<file path="src/rtl/lsa_pkg.sv">
package lsa_pkg;
  localparam int BUS_BYTES = 8;
  localparam int LANE_W    = $clog2(BUS_BYTES);

  typedef enum logic [1:0] {
    SZ_BYTE  = 2'd0,
    SZ_HALF  = 2'd1,
    SZ_WORD  = 2'd2,
    SZ_DWORD = 2'd3
  } accSize_e;

  // strobes for the request-side datapath (same cycle)
  typedef struct packed {
    logic              accept;
    logic              store;
    accSize_e          size;
    logic [LANE_W-1:0] offset;
  } reqStrobe_t;

  // strobes for the response-side datapath (one cycle later)
  typedef struct packed {
    logic              valid;
    logic              sExt;
    accSize_e          size;
    logic [LANE_W-1:0] offset;
  } rspStrobe_t;
endpackage

</file>
<file path="src/rtl/lsa_ctrl.sv">
module lsa_ctrl
  import lsa_pkg::*;
#(
  parameter int REG_W     = 5,
  parameter int TRAP_W    = 8,
  parameter int TRAP_CODE = 7
) (
  input  logic              clk,
  input  logic              rstN,
  input  logic              reqValid,
  input  logic              reqStore,
  input  logic [1:0]        reqSize,
  input  logic              reqSigned,
  input  logic [LANE_W-1:0] reqOffset,
  input  logic [REG_W-1:0]  reqReg,
  output reqStrobe_t        reqStb,
  output rspStrobe_t        rspStb,
  output logic              memEn,
  output logic              memWe,
  output logic              trapValid,
  output logic [TRAP_W-1:0] trapType,
  output logic              ldValid,
  output logic [REG_W-1:0]  ldReg,
  output logic              ldPair
);
  accSize_e   sizeCode;
  logic       misAlign;
  logic       oddPair;
  logic       accept;
  rspStrobe_t rspQ;
  logic [REG_W-1:0] regQ;

  assign sizeCode = accSize_e'(reqSize);

  always_comb begin
    unique case (sizeCode)
      SZ_BYTE:  misAlign = 1'b0;
      SZ_HALF:  misAlign = reqOffset[0];
      SZ_WORD:  misAlign = |reqOffset[1:0];
      default:  misAlign = |reqOffset;
    endcase
  end

  assign oddPair   = (sizeCode == SZ_DWORD) && reqReg[0];
  assign trapValid = reqValid && (misAlign || oddPair);
  assign trapType  = trapValid ? TRAP_W'(TRAP_CODE) : '0;
  assign accept    = reqValid && !trapValid;
  assign memEn     = accept;
  assign memWe     = accept && reqStore;

  assign reqStb.accept = accept;
  assign reqStb.store  = reqStore;
  assign reqStb.size   = sizeCode;
  assign reqStb.offset = reqOffset;

  always_ff @(posedge clk) begin
    if (!rstN) begin
      rspQ <= '0;
      regQ <= '0;
    end else begin
      rspQ.valid <= accept && !reqStore;
      if (accept && !reqStore) begin
        rspQ.sExt   <= reqSigned;
        rspQ.size   <= sizeCode;
        rspQ.offset <= reqOffset;
        regQ        <= reqReg;
      end
    end
  end

  assign rspStb  = rspQ;
  assign ldValid = rspQ.valid;
  assign ldReg   = regQ;
  assign ldPair  = rspQ.valid && (rspQ.size == SZ_DWORD);

  // a trapped request never reaches memory
  a_r2_trap_blocks_access: assert property (@(posedge clk) disable iff (!rstN)
    trapValid |-> !memEn && !memWe && trapType == TRAP_W'(TRAP_CODE));

  // odd first register of a pair
  a_r3_odd_pair_traps: assert property (@(posedge clk) disable iff (!rstN)
    (reqValid && reqSize == 2'd3 && reqReg[0]) |-> trapValid);

  // a load result only follows an accepted load
  a_r7_result_follows_load: assert property (@(posedge clk) disable iff (!rstN)
    ldValid |-> $past(memEn && !memWe));

  // stores and traps produce no result
  a_r10_no_result_after_store: assert property (@(posedge clk) disable iff (!rstN)
    (memWe || trapValid) |=> !ldValid);
endmodule

</file>
<file path="src/rtl/lsa_datapath.sv">
module lsa_datapath
  import lsa_pkg::*;
(
  input  logic                   clk,
  input  logic                   rstN,
  input  reqStrobe_t             reqStb,
  input  rspStrobe_t             rspStb,
  input  logic [8*BUS_BYTES-1:0] stData,
  input  logic [8*BUS_BYTES-1:0] memRdata,
  output logic [BUS_BYTES-1:0]   memBe,
  output logic [8*BUS_BYTES-1:0] memWdata,
  output logic [31:0]            ldWord0,
  output logic [31:0]            ldWord1
);
  localparam int CNT_W  = LANE_W + 1;
  localparam int BITS   = 8 * BUS_BYTES;
  localparam int SHF_W  = CNT_W + 3;

  logic [CNT_W-1:0] reqBytes;
  logic [CNT_W-1:0] reqEnd;
  logic [CNT_W-1:0] reqPad;
  logic [BITS-1:0]  srcMasked;
  logic [CNT_W-1:0] rspBytes;
  logic [CNT_W-1:0] rspPad;
  logic [BITS-1:0]  rdShifted;

  // ---------------- store side ----------------
  assign reqBytes = CNT_W'(1) << reqStb.size;
  assign reqEnd   = {1'b0, reqStb.offset} + reqBytes;
  assign reqPad   = CNT_W'(BUS_BYTES) - reqEnd;

  genvar k;
  generate
    for (k = 0; k < BUS_BYTES; k++) begin : g_lane
      assign memBe[BUS_BYTES-1-k] = reqStb.accept
                                    && (CNT_W'(k) >= {1'b0, reqStb.offset})
                                    && (CNT_W'(k) < reqEnd);
    end
  endgenerate

  always_comb begin
    unique case (reqStb.size)
      SZ_BYTE:  srcMasked = {{(BITS-8){1'b0}},  stData[7:0]};
      SZ_HALF:  srcMasked = {{(BITS-16){1'b0}}, stData[15:0]};
      SZ_WORD:  srcMasked = {{(BITS-32){1'b0}}, stData[31:0]};
      default:  srcMasked = stData;
    endcase
  end

  assign memWdata = (reqStb.accept && reqStb.store)
                    ? (srcMasked << {reqPad, 3'b000}) : '0;

  // ---------------- load side ----------------
  assign rspBytes  = CNT_W'(1) << rspStb.size;
  assign rspPad    = CNT_W'(BUS_BYTES) - ({1'b0, rspStb.offset} + rspBytes);
  assign rdShifted = memRdata >> SHF_W'({rspPad, 3'b000});

  always_comb begin
    ldWord0 = '0;
    ldWord1 = '0;
    if (rspStb.valid) begin
      unique case (rspStb.size)
        SZ_BYTE:  ldWord0 = {{24{rspStb.sExt && rdShifted[7]}},  rdShifted[7:0]};
        SZ_HALF:  ldWord0 = {{16{rspStb.sExt && rdShifted[15]}}, rdShifted[15:0]};
        SZ_WORD:  ldWord0 = rdShifted[31:0];
        default: begin
          ldWord0 = memRdata[BITS-1:BITS-32];
          ldWord1 = memRdata[31:0];
        end
      endcase
    end
  end

  // enable count matches the access size
  a_r5_enable_count: assert property (@(posedge clk) disable iff (!rstN)
    reqStb.accept |-> $countones(memBe) == int'(reqBytes));

  // no enables without an accepted access
  a_r4_idle_no_enables: assert property (@(posedge clk) disable iff (!rstN)
    !reqStb.accept |-> memBe == '0);

  // write data only on enabled lanes
  a_r6_quiet_lanes: assert property (@(posedge clk) disable iff (!rstN)
    (reqStb.accept && reqStb.store && reqStb.size == SZ_BYTE) |->
      $countones(memWdata & ~{{8{memBe[7]}}, {8{memBe[6]}}, {8{memBe[5]}}, {8{memBe[4]}},
                              {8{memBe[3]}}, {8{memBe[2]}}, {8{memBe[1]}}, {8{memBe[0]}}}) == 0);

  // upper result word is idle outside pairs
  a_r9_single_hi_zero: assert property (@(posedge clk) disable iff (!rstN)
    (rspStb.valid && rspStb.size != SZ_DWORD) |-> ldWord1 == '0);
endmodule

</file>
<file path="src/rtl/lsa_unit.sv">
module lsa_unit
  import lsa_pkg::*;
#(
  parameter int ADDR_W    = 32,
  parameter int REG_W     = 5,
  parameter int TRAP_W    = 8,
  parameter int TRAP_CODE = 7
) (
  input  logic              clk,
  input  logic              rstN,
  input  logic              reqValid,
  input  logic              reqStore,
  input  logic [1:0]        reqSize,
  input  logic              reqSigned,
  input  logic [ADDR_W-1:0] reqAddr,
  input  logic [REG_W-1:0]  reqReg,
  input  logic [63:0]       stData,
  output logic              memEn,
  output logic              memWe,
  output logic [ADDR_W-1:0] memAddr,
  output logic [7:0]        memBe,
  output logic [63:0]       memWdata,
  input  logic [63:0]       memRdata,
  output logic              trapValid,
  output logic [TRAP_W-1:0] trapType,
  output logic              ldValid,
  output logic [REG_W-1:0]  ldReg,
  output logic              ldPair,
  output logic [31:0]       ldWord0,
  output logic [31:0]       ldWord1
);
  reqStrobe_t reqStb;
  rspStrobe_t rspStb;

  assign memAddr = {reqAddr[ADDR_W-1:LANE_W], {LANE_W{1'b0}}};

  lsa_ctrl #(
    .REG_W     (REG_W),
    .TRAP_W    (TRAP_W),
    .TRAP_CODE (TRAP_CODE)
  ) u_ctrl (
    .clk       (clk),
    .rstN      (rstN),
    .reqValid  (reqValid),
    .reqStore  (reqStore),
    .reqSize   (reqSize),
    .reqSigned (reqSigned),
    .reqOffset (reqAddr[LANE_W-1:0]),
    .reqReg    (reqReg),
    .reqStb    (reqStb),
    .rspStb    (rspStb),
    .memEn     (memEn),
    .memWe     (memWe),
    .trapValid (trapValid),
    .trapType  (trapType),
    .ldValid   (ldValid),
    .ldReg     (ldReg),
    .ldPair    (ldPair)
  );

  lsa_datapath u_dp (
    .clk      (clk),
    .rstN     (rstN),
    .reqStb   (reqStb),
    .rspStb   (rspStb),
    .stData   (stData),
    .memRdata (memRdata),
    .memBe    (memBe),
    .memWdata (memWdata),
    .ldWord0  (ldWord0),
    .ldWord1  (ldWord1)
  );
endmodule

</file>
<file path="config.mk">
export PLATFORM = sky130hd
export DESIGN_NAME = lsa_unit
export DESIGN_NICKNAME = d
export VERILOG_FILES = /design/src/rtl/lsa_pkg.sv /design/src/rtl/lsa_ctrl.sv /design/src/rtl/lsa_datapath.sv /design/src/rtl/lsa_unit.sv
export SDC_FILE = /design/constraint.sdc
export NUM_CORES = 1
export LEC_CHECK = 0
export ABC_AREA = 0
export BUFFER_PORTS_ARGS = -buffer_cell sky130_fd_sc_hd__buf_2
export CAP_MARGIN = 40
export CORE_AREA = 2 2 140 142
export DETAILED_ROUTE_END_ITERATION = 7
export DIE_AREA = 0 0 142 144
export PLACE_DENSITY = 0.61
export SLEW_MARGIN = 10
export SYNTH_ARGS = -nofsm -noshare
export SYNTH_HDL_FRONTEND = slang
export SYNTH_SLANG_ARGS = --single-unit
</file>
<file path="constraint.sdc">
create_clock -name clk -period 4.8 [get_ports clk]
set_input_delay 0.96 -clock clk [delete_from_list [all_inputs] [get_ports clk]]
set_output_delay 0.96 -clock clk [all_outputs]
set_load 0.005 [all_outputs]
</file>
==> key figures, run 1 <==
Run status
  • Status: completed

Setup path
  • Crit path top cell by count: buf_2
  • Worst Path Required: 3840 ps
  • Worst Setup End Kind: output port
  • Startpoint Class: primary input
  • R2R setup slack: 4000 ps
  • CP bufs+invs: 4
  • RR Endpoint: u_ctrl.rspStb[4]
  • Kind of critical path: in2out
  • Largest fanout on the critical path: 14
  • Reg2reg start: u_ctrl.rspStb[4]
  • Delay-heaviest family, CP: simple AND/OR/NAND/NOR gates
  • Crit path DAT: 3680 ps
  • CP peak stage delay: 510 ps
  • Worst reg2reg path depth: 2
  • Slowest-stage cell, CP: or3_4
  • CP Cell Sequence: buf_2, or2_2, inv_1, ha_2, fa_1, nor3_2, xnor3_1, or3_4, buf_4, nor3b_1, buf_2

Yosys
  • Synth Flop Type: dfxtp_1
  • Ranking of synthesized cells by area: mux2i_1, mux2_2, o21ai_0, and2_1, mux4_2
  • Post-synthesis cell count: 791
  • Synth unique cells: 55
  • Synth async-reset ratio: 0%
  • Mapped Area: 5650 um^2
  • Number of synthesized register bits: 12
  • Post-Syn Area per Cell: 7.14 um^2
  • Post-synth EDFFs: 0
  • Synth Warn #: 0
  • Register area share after synthesis: 4.25%
  • Share of the synthesized area in the top cell type: 13.6%
  • Post-synth top area cell: mux2i_1

Floorplanning
  • Die ar.: 20400 um^2
  • Initial Util: 29.6%
  • IO Pins: 358
  • Core Rows: 51
  • Core area: 19100 um^2
  • Die X: 142 um
  • Die H: 144 um

Power
  • Power Dens Cells: 171 nW/um^2
  • Lkg Pwr: 3.54 nW
  • Peak VDD IR: 0.000146 V
  • Pwr Total: 1.24 mW

Cells and area
  • Fin nets: 1196
  • Multi-input gate area: 4760 um^2
  • Share of layout cells above drive strength 1: 41.1%
  • Number of diodes: 0
  • Commonest non-fill, non-tap cells in the layout: buf_2, o21ai_0, mux2i_1, and2_1, nor2_1
  • Fill cell count: 2068
  • Register area: 240 um^2
  • Area Overhead vs Synth: 28.5%
  • Commonest non-fill, non-tap cell in the layout: buf_2

STA
  • Max Clk Rate: 0.215 GHz
  • Count of final setup violators: 0
  • Period utilisation layout: 96.8%
  • Final number of max-transition violations: 0
  • Minimum clock period: 4640 ps
  • Final hold violation count: 0
  • RSZ-0062 raised after global routing: no
  • Clock Skew: 0 ps
  • Setup TNS Final: 0 ps
  • Slew @ Worst Pin: 858 ps
  • Slew margin rel.: 42.4%

Global route
  • GRT Total Usage: 21.5%
  • First-pass GRT wire length: 35.2 mm
  • Largest net degree at the start of global routing: 67
  • Grt ovf: 0
  • Antenna violations before repair: 0
  • Number of global-route vias before repair: 6332

Place
  • Port Buffer Count: 291
  • Routability Congestion: 0.954
  • Dpl hpwl: 18.3 mm

Routing
  • Drt via density: 5.66
  • DR pass1 iterations: 5
  • Drt total wl: 23.8 mm
  • Routed len/inst: 19.0 um
  • Via count: 7080
  • ANT nets after route: 0
  • Initial drt markers: 452
  • Drt drc: 0

Hold path
  • Hold path startpoint: u_ctrl.ldReg[2]
  • Hold depth: 2
  • Hold crit path type: reg2reg
  • Hold endpoint: u_ctrl.ldReg[2]

CTS
  • H-Tree Depth: 1
  • Worst skew pair latency: 230 ps
  • Clock Sinks: 12
  • Reg clk slew, reported paths: 40 ps
  • CTS Buf Count: 3
  • Root buf cell: clkbuf_16
  • Max Root-Sink Buffers: 2
  • CTS tree: built

Flow run
  • Max_cap viols: 0
-- report_power, final --
part / internal [mW] / switching (mW) / total (mW)
sequential: 0.103 / 0.00283 / 0.106
clock: 0.126 / 0.0439 / 0.170
combinational: 0.417 / 0.546 / 0.963
-- worst max-delay path by stage --
stage	start	to	slack, ps	cells after the start
2_1_floorplan	reqSize[1]	memWdata[38]	70	13
3_3_place_gp	reqSize[1]	memWdata[12]	210	10
5_1_grt	u_ctrl.rspStb[3]	ldWord0[25]	10	13
6_report	reqSize[1]	memWdata[26]	160	11
4_1_cts	u_ctrl.rspStb[3]	ldWord0[1]	140	10
3_5_place_dp	reqSize[1]	memWdata[26]	150	11
-- registers in the layout (all words and copies together), names as in the netlist --
| name | flops |
|---|---|
| u_ctrl.ldReg | 5 |
| u_ctrl.rspStb | 6 |
| u_ctrl.ldValid | 1 |
-- cell type report --
class / instances / area share, %
Sequential cell: 12 / 3.31
Timing Repair Buffer: 329 / 24.8
Inverter: 17 / 0.879
Clock buffer: 4 / 1.22
Multi-Input combinational cell: 650 / 65.6
Tap cell: 238 / 4.10
-- cells by family after synthesis --
kind of cell / count (synthesis) / share of synthesized area [%]
flops: 12 / 4.25
xor+xnor: 7 / 1.46
compound gates: 237 / 27.1
buf+inv: 137 / 12.7
other cells: 1 / 0.0664
mux: 136 / 28.4
fa+ha+maj: 11 / 2.70
simple gates: 250 / 23.3
-- Yosys cell counts, drive strengths merged (2+ instances only) --
master / n
mux4: 15
o211ai: 2
nor3b: 5
a21oi: 38
clkbuf: 46
fa: 2
a22oi: 8
nand2b: 13
dfxtp: 12
a31oi: 24
xor2: 2
a211o: 7
mux2: 44
a211oi: 4
ha: 9
o21a: 2
a21o: 2
inv: 13
nand2: 44
nand3: 39
clkinv: 4
a2111oi: 3
and2: 54
a2bb2oi: 8
nor2: 48
nor4: 9
o21ai: 80
a21boi: 7
buf: 74
nor3: 12
nor2b: 13
a311oi: 8
and3: 9
a22o: 16
xnor2: 4
o221ai: 3
o22ai: 14
a32oi: 8
or2: 2
mux2i: 77
-- through the flow --
step                instance area, um^2  utilization, %  hold WS [ps]  worst slack [ps]  std cells
floorplan                          5670               -           462              69.7        798
global placement                   7130            37.4           465               212       1244
detailed placement                 7140            37.4           471               148       1245
CTS                                7230            37.9           478               143       1249
global route                       7260            38.0           505              13.1       1250
finish                             7260            38.0           472               155       1250
-- metal layers --
| layer | wire (um) | vias up | global-route usage, % |
|---|---|---|---|
| li1 | - | 3322 | - |
| met2 | 11700 | 408 | 38.3 |
| met5 | 0 | - | 0 |
| met1 | 9410 | 3295 | 26.6 |
| met3 | 1880 | 55 | 3.21 |
| met4 | 780 | 0 | 6.58 |
-- worst reg2reg max path, delay by kind of cell, from the launching register on --
| family | cells | cell delay [ps] |
|---|---|---|
| flops | 1 | 480 |
| simple gates | 1 | 130 |
| mux | 1 | 110 |
-- what timing repair did --
item | 4_1_cts | 5_1_grt
resized for setup | 0 | 4
setup buffers | 0 | 0
setup endpoints to repair | 0 | 3
hold buffers | 0 | 0
endpoints found under the hold margin | 0 | 0
Power figures use the tool's default switching activity.
==> run 2: changes to the inputs <==
--- a/config.mk
+++ b/config.mk
@@ -7,7 +7,7 @@
 export LEC_CHECK = 0
 export ABC_AREA = 0
 export BUFFER_PORTS_ARGS = -buffer_cell sky130_fd_sc_hd__buf_2
-export CAP_MARGIN = 40
+export CAP_MARGIN = 5
 export CORE_AREA = 2 2 140 142
 export DETAILED_ROUTE_END_ITERATION = 7
 export DIE_AREA = 0 0 142 144
==> constraint.sdc (replaced) <==
create_clock -name clk -period 4.8 [get_ports clk]
set_input_delay 0.96 -clock clk [delete_from_list [all_inputs] [get_ports clk]]
set_output_delay 0.96 -clock clk [all_outputs]
set_load 0.1 [all_outputs]
==> key figures, run 2 (synthesis gave the netlist of run 1 again) <==
Routing
  • Initial drt markers: 399 (was 452)
  • Drt total wl: 23.9 mm (was 23.8 mm)
  • Via count: 7034 (was 7080)
  • DR pass1 iterations: 5 (unchanged)
  • Drt via density: 5.59 (was 5.66)
  • ANT nets after route: 0 (unchanged)
  • Drt drc: 0 (unchanged)
  • Routed len/inst: 19.0 um (about the same)

CTS
  • Reg clk slew, reported paths: 40 ps (about the same)
  • Root buf cell: clkbuf_16 (unchanged)
  • H-Tree Depth: 1 (unchanged)
  • Clock Sinks: 12 (unchanged)
  • CTS Buf Count: 3 (unchanged)
  • Max Root-Sink Buffers: 2 (unchanged)
  • Worst skew pair latency: 230 ps (about the same)
  • CTS tree: built (unchanged)

Floorplanning
  • IO Pins: 358 (unchanged)
  • Die H: 144 um (unchanged)
  • Core area: 19100 um^2 (unchanged)
  • Initial Util: 29.6% (unchanged)
  • Die X: 142 um (unchanged)
  • Die ar.: 20400 um^2 (unchanged)
  • Core Rows: 51 (unchanged)

Hold path
  • Hold endpoint: u_ctrl.ldReg[0] (was u_ctrl.ldReg[2])
  • Hold crit path type: reg2reg (unchanged)
  • Hold depth: 2 (unchanged)
  • Hold path startpoint: u_ctrl.ldReg[0] (was u_ctrl.ldReg[2])

Global route
  • GRT Total Usage: 21.7% (was 21.5%)
  • Antenna violations before repair: 4 (was 0)
  • Grt ovf: 0 (unchanged)
  • Number of global-route vias before repair: 6512 (was 6332)
  • Largest net degree at the start of global routing: 65 (was 67)
  • First-pass GRT wire length: 35.9 mm (was 35.2 mm)

Cells and area
  • Fin nets: 1203 (was 1196)
  • Commonest non-fill, non-tap cell in the layout: buf_2 (unchanged)
  • Commonest non-fill, non-tap cells in the layout: buf_2, buf_12, mux2i_1, o21ai_0 (was buf_2, o21ai_0, mux2i_1, and2_1, nor2_1)
  • Max reg flops: 6 (unchanged)
  • Final Util: 48.8% (was 38.0%)
  • Share of layout cells above drive strength 1: 51.3% (was 41.1%)
  • Area Overhead vs Synth: 65.1% (was 28.5%)

Place
  • Dpl hpwl: 19.0 mm (was 18.3 mm)
  • Port Buffer Count: 291 (unchanged)
  • Place WS: 102 ps (was 148 ps)
  • Routability Congestion: 0.923 (was 0.954)

STA
  • Slew margin rel.: 37.8% (was 42.4%)
  • Max Clk Rate: 0.214 GHz (was 0.215 GHz)
  • Count of final setup violators: 0 (unchanged)
  • Period utilisation layout: 97.1% (was 96.8%)
  • Final number of max-transition violations: 0 (unchanged)
  • Final WS setup: 137 ps (was 155 ps)
  • Setup TNS Final: 0 ps (unchanged)
  • Slew @ Worst Pin: 931 ps (was 858 ps)
  • Minimum clock period: 4660 ps (was 4640 ps)
  • Clock Skew: 0 ps (unchanged)
  • Final hold violation count: 0 (unchanged)

Setup path
  • CP Cell Sequence: buf_2, or2_4, inv_4, ha_4, fa_2, inv_1, ha_2, inv_1, xnor2_4, buf_4, buf_12, and3_1, o21ai_0, a21oi_4, buf_12 (was buf_2, or2_2, inv_1, ha_2, fa_1, nor3_2, xnor3_1, or3_4, buf_4, nor3b_1, buf_2)
  • RR Endpoint: u_ctrl.rspStb[4] (unchanged)
  • R2R setup slack: 4030 ps (was 4000 ps)
  • Kind of critical path: in2out (unchanged)
  • Slowest-stage cell, CP: fa_2 (was or3_4)
  • Reg2reg start: u_ctrl.rspStb[4] (unchanged)
  • Startpoint Class: primary input (unchanged)
  • Crit path DAT: 3700 ps (was 3680 ps)
  • Worst Setup End Kind: output port (unchanged)
  • CP peak stage delay: 460 ps (was 510 ps)
  • Worst Path Required: 3840 ps (about the same)
  • Largest fanout on the critical path: 17 (was 14)
  • Worst reg2reg path depth: 2 (unchanged)

Flow run
  • Max_cap viols: 0 (unchanged)

Power
  • Peak VDD IR: 0.000140 V (was 0.000146 V)
  • Lkg Pwr: 3.91 nW (was 3.54 nW)
  • Power Dens Cells: 176 nW/um^2 (was 171 nW/um^2)

Run status
  • Status: completed (unchanged)
-- run 2: where the power goes --
part / switching [mW] / total, mW / internal [mW] / leakage, nW
combinational: 0.861 / 1.39 / 0.529 / 3.77
sequential: 0.00413 / 0.108 / 0.103 / 0.0979
clock: 0.0392 / 0.147 / 0.108 / 0.0370
total: 0.904 / 1.64 / 0.741 / 3.91
-- run 2: area by class of cell --
| cell class | instances | area, um^2 |
|---|---|---|
| Antenna cell | 3 | 7.51 |
| Clock buffer | 3 | 75.1 |
| Fill cell | 1832 | 9760 |
| Inverter | 17 | 68.8 |
| Multi-Input combinational cell | 649 | 5580 |
| Sequential cell | 12 | 241 |
| Tap cell | 238 | 298 |
| Timing Repair Buffer | 337 | 3050 |
-- run 2: worst max path at each step --
stage / startpoint / to / slack (ps) / depth (start not counted)
final: reqSize[0] / memWdata[38] / 140 / 15
after CTS: u_ctrl.rspStb[3] / ldWord0[31] / 20 / 13
after global routing: u_ctrl.rspStb[4] / ldWord0[25] / -20 / 12
after detailed placement: reqSize[1] / memWdata[52] / 100 / 12
after floorplan: reqSize[1] / memWdata[15] / -370 / 12
after global placement: reqSize[0] / memWdata[38] / 160 / 14
-- run 2: routing by layer --
layer | routed length (um) | global-route usage, %
met3 | 2200 | 3.84
met5 | 13 | 0
met4 | 457 | 4.95
met2 | 11600 | 36.7
met1 | 9630 | 28.9
-- run 2: critical path: cells and delay by family --
family	cells	cell delay (ps)
AND/OR/NAND/NOR	2	420
XOR/XNOR	1	140
buffers and inverters	7	910
adder cells (fa/ha/maj)	3	860
AO/OA/AOI/OAI	2	410
-- run 2: stage by stage --
| stage | power [mW] | hold WS [ps] | std cells | area (um^2) |
|---|---|---|---|---|
| floorplan | 1.22 | 462 | 798 | 6640 |
| global placement | 1.46 | 463 | 1248 | 9150 |
| detailed placement | 1.47 | 473 | 1248 | 9150 |
| CTS | 1.62 | 479 | 1251 | 9220 |
| global route | 1.74 | 496 | 1259 | 9320 |
| finish | 1.64 | 476 | 1259 | 9320 |
-- run 2: repair_timing --
action	4_1_cts	5_1_grt
pin swaps	0	1
endpoints found under the hold margin	0	0
hold buffers	0	0
setup endpoints to repair	1	39
gates resized for setup	1	23
setup buffers	0	5
==> run 3: changes to the inputs <==
--- a/config.mk
+++ b/config.mk
@@ -15,4 +15,5 @@
 export SLEW_MARGIN = 10
 export SYNTH_ARGS = -nofsm -noshare
 export SYNTH_HDL_FRONTEND = slang
+export SYNTH_HIERARCHICAL = 1
 export SYNTH_SLANG_ARGS = --single-unit
==> key figures, run 3 <==
Run status
  • Status: completed (unchanged)

Routing
  • Routed len/inst: 19.1 um (was 19.0 um)
  • Initial drt markers: 489 (was 399)
  • Drt via density: 5.57 (was 5.59)
  • ANT nets after route: 0 (unchanged)
  • Drt drc: 0 (unchanged)
  • DR pass1 iterations: 5 (unchanged)
  • Via count: 7270 (was 7034)
  • Drt total wl: 25.0 mm (was 23.9 mm)

Power
  • Power Dens Cells: 177 nW/um^2 (was 176 nW/um^2)
  • Switch Pwr: 912 uW (was 904 uW)
  • Net Sw Frac: 55.7% (was 55.0%)
  • Lkg Pwr: 3.90 nW (was 3.91 nW)
  • Peak VDD IR: 0.000150 V (was 0.000140 V)
  • Sequential power share: 6.5% (about the same)
  • Clock share of power: 10.3% (was 9.0%)
  • Pint: 725 uW (was 741 uW)
  • Comb pwr share: 83.2% (was 84.5%)

Cells and area
  • Commonest non-fill, non-tap cell in the layout: buf_2 (unchanged)
  • Commonest non-fill, non-tap cells in the layout: buf_2, nand2_1, buf_12, mux2i_1, o21ai_0 (was buf_2, buf_12, mux2i_1, o21ai_0)
  • Fin nets: 1251 (was 1203)
  • Fin cells: 1306 (was 1259)
  • Fill cell count: 1795 (was 1832)
  • Share of layout cells above drive strength 1: 47.0% (was 51.3%)
  • Max reg flops: 6 (unchanged)
  • Register area: 241 um^2 (unchanged)
  • Multi-input gate area: 5490 um^2 (was 5580 um^2)
  • Final Util: 48.6% (was 48.8%)
  • Area Overhead vs Synth: 63.9% (was 65.1%)

Place
  • Dpl cells: 1301 (was 1248)
  • Routability Congestion: 0.892 (was 0.923)
  • Dpl hpwl: 20.0 mm (was 19.0 mm)
  • Port Buffer Count: 291 (unchanged)

STA
  • Final number of max-transition violations: 0 (unchanged)
  • Clock Skew: 0 ps (unchanged)
  • RSZ-0062 raised after global routing: no
  • Slew margin rel.: 26.1% (was 37.8%)
  • Final hold violation count: 0 (unchanged)
  • Slew @ Worst Pin: 1110 ps (was 931 ps)
  • Count of final setup violators: 0 (unchanged)
  • Period utilisation layout: 97.1% (about the same)
  • Max Clk Rate: 0.215 GHz (was 0.214 GHz)
  • Minimum clock period: 4660 ps (about the same)

Yosys
  • Top cells by count, synth: nand2_1, mux2i_1, nor2_1, o21ai_0, clkbuf_1 (was o21ai_0, mux2i_1, and2_1, nor2_1, clkbuf_1)
  • Synth Warn #: 6 (was 0)
  • Synth async-reset ratio: 0% (unchanged)
  • Register area share after synthesis: 4.25% (about the same)
  • Ranking of synthesized cells by area: mux2i_1, mux2_2, nand2_1, buf_4, o21ai_0 (was mux2i_1, mux2_2, o21ai_0, and2_1, mux4_2)
  • Post-synth top area cell: mux2i_1 (unchanged)
  • Synth unique cells: 55 (unchanged)
  • Post-Syn Area per Cell: 6.64 um^2 (was 7.14 um^2)
  • Post-synthesis cell count: 852 (was 791)
  • Post-synth EDFFs: 0 (unchanged)
  • Number of synthesized register bits: 12 (unchanged)
  • Count leader, synth: nand2_1 (was o21ai_0)
  • Mapped Area: 5660 um^2 (was 5650 um^2)
  • Share of the synthesized area in the top cell type: 13.3% (was 13.6%)
  • Synth Flop Type: dfxtp_1 (unchanged)

Setup path
  • Startpoint Class: primary input (unchanged)
  • CP peak stage delay: 450 ps (was 460 ps)
  • Largest fanout on the critical path: 44 (was 17)
  • Slowest-stage cell, CP: fa_1 (was fa_2)
  • Worst Setup End Kind: output port (unchanged)
  • Crit path DAT: 3700 ps (about the same)
  • Kind of critical path: in2out (unchanged)
  • Delay-heaviest family, CP: adder cells (was buffers and inverters)
  • R2R setup slack: 4030 ps (about the same)
  • CP Cell Sequence: buf_2, or2_4, inv_4, ha_4, fa_1, ha_2, buf_12, o21ai_0, mux2_2, nor2_4, buf_12 (was buf_2, or2_4, inv_4, ha_4, fa_2, inv_1, ha_2, inv_1, xnor2_4, buf_4, buf_12, and3_1, o21ai_0, a21oi_4, buf_12)
  • CP bufs+invs: 4 (was 7)
  • Crit path top cell by count: buf_12
  • Worst Path Required: 3840 ps (about the same)

Global route
  • Grt ovf: 0 (unchanged)
  • First-pass GRT wire length: 37.9 mm (was 35.9 mm)
  • Antenna violations before repair: 1 (was 4)
  • Number of global-route vias before repair: 6897 (was 6512)
  • Largest net degree at the start of global routing: 67 (was 65)
  • GRT Total Usage: 22.9% (was 21.7%)

Flow run
  • Max_cap viols: 0 (unchanged)

Floorplanning
  • Core area: 19100 um^2 (unchanged)
  • Core Rows: 51 (unchanged)
  • Initial Util: 29.6% (about the same)
  • Die H: 144 um (unchanged)
  • Die X: 142 um (unchanged)
  • IO Pins: 358 (unchanged)
  • Die ar.: 20400 um^2 (unchanged)

CTS
  • Max Root-Sink Buffers: 2 (unchanged)
  • Root buf cell: clkbuf_16 (unchanged)
  • CTS Buf Count: 3 (unchanged)
  • # hold bufs at CTS: 0 (unchanged)
  • Postcts setup bufs: 0 (unchanged)
  • CTS tree: built (unchanged)
  • Reg clk slew, reported paths: 40 ps (about the same)
  • H-Tree Depth: 1 (unchanged)
  • Clock Sinks: 12 (unchanged)
  • Worst skew pair latency: 240 ps (was 230 ps)

Hold path
  • Hold crit path type: reg2reg (unchanged)
[run 3: layer usage]
layer / up-vias / share of wire (%) / GRT usage (%)
met2: 384 / 50 / 41.5
met4: 0 / 3.0 / 6.79
met5: - / 0 / 0
met3: 47 / 7.1 / 2.38
met1: 3396 / 40 / 28.7
li1: 3443 / - / -
[run 3: tightest hold or removal path, cell delays in order (launching register included)]
cell,delay [ps]
dfxtp_1,300
nand2_1,50
mux2i_1,60
[run 3: repair_timing]
| item | in CTS | in global routing |
|---|---|---|
| pin swaps | 0 | 0 |
| setup endpoints to repair | 1 | 17 |
| gates resized for setup | 1 | 23 |
[run 3: area by class of cell]
cell class	count	share of cell area, %
diodes	1	0.0270
clock buffers	4	0.958
inverters	14	0.729
multi-input cells	705	59.2
flip-flops and latches	12	2.60
well taps	238	3.21
repair buffers	332	33.3
[run 3: logic make-up (layout without fill, tap and decap cells)]
| family | count (synthesis) | after routing | synth area share, % |
|---|---|---|---|
| AO/OA/AOI/OAI | 231 | 231 | 26.2 |
| XOR/XNOR | 7 | 7 | 1.59 |
| adder cells (fa/ha/maj) | 11 | 11 | 2.70 |
| buffers and inverters | 141 | 350 | 13.5 |
| flip-flops | 12 | 12 | 4.25 |
| multiplexers | 120 | 120 | 24.0 |
| other | 2 | 9 | 0.133 |
| AND/OR/NAND/NOR | 328 | 328 | 27.7 |
[run 3: power groups by stage]
| stage | registers [mW] | clock network (mW) | logic (mW) |
|---|---|---|---|
| final | 0.107 | 0.169 | 1.36 |
| after global routing | 0.107 | 0.174 | 1.45 |
| after CTS | 0.106 | 0.169 | 1.35 |
| after detailed placement | 0.108 | 0 | 1.34 |
| after global placement | 0.108 | 0 | 1.34 |
| after floorplan | 0.120 | 0 | 1.07 |
[run 3: metrics by stage]
step           hold slack, ps  setup slack [ps]  area (um^2)  power [mW]  setup TNS, ps
2_1_floorplan             435              -547         6600        1.19          -6270
3_3_place_gp              441               110         9130        1.44              0
3_5_place_dp              446               156         9130        1.45              0
4_1_cts                   459              12.4         9220        1.63              0
5_1_grt                   485              5.96         9270        1.73              0
6_report                  460               141         9270        1.64              0
[run 3: worst paths after layout]
kind	from	endpoint	cells after the start
setup / recovery	reqSize[1]	memWdata[52]	11
hold / removal	u_ctrl/ldReg[2]	u_ctrl/ldReg[2]	2
setup reg to reg	u_ctrl/rspStb[4]	u_ctrl/rspStb[4]	2
hold reg to reg	u_ctrl/ldReg[2]	u_ctrl/ldReg[2]	2
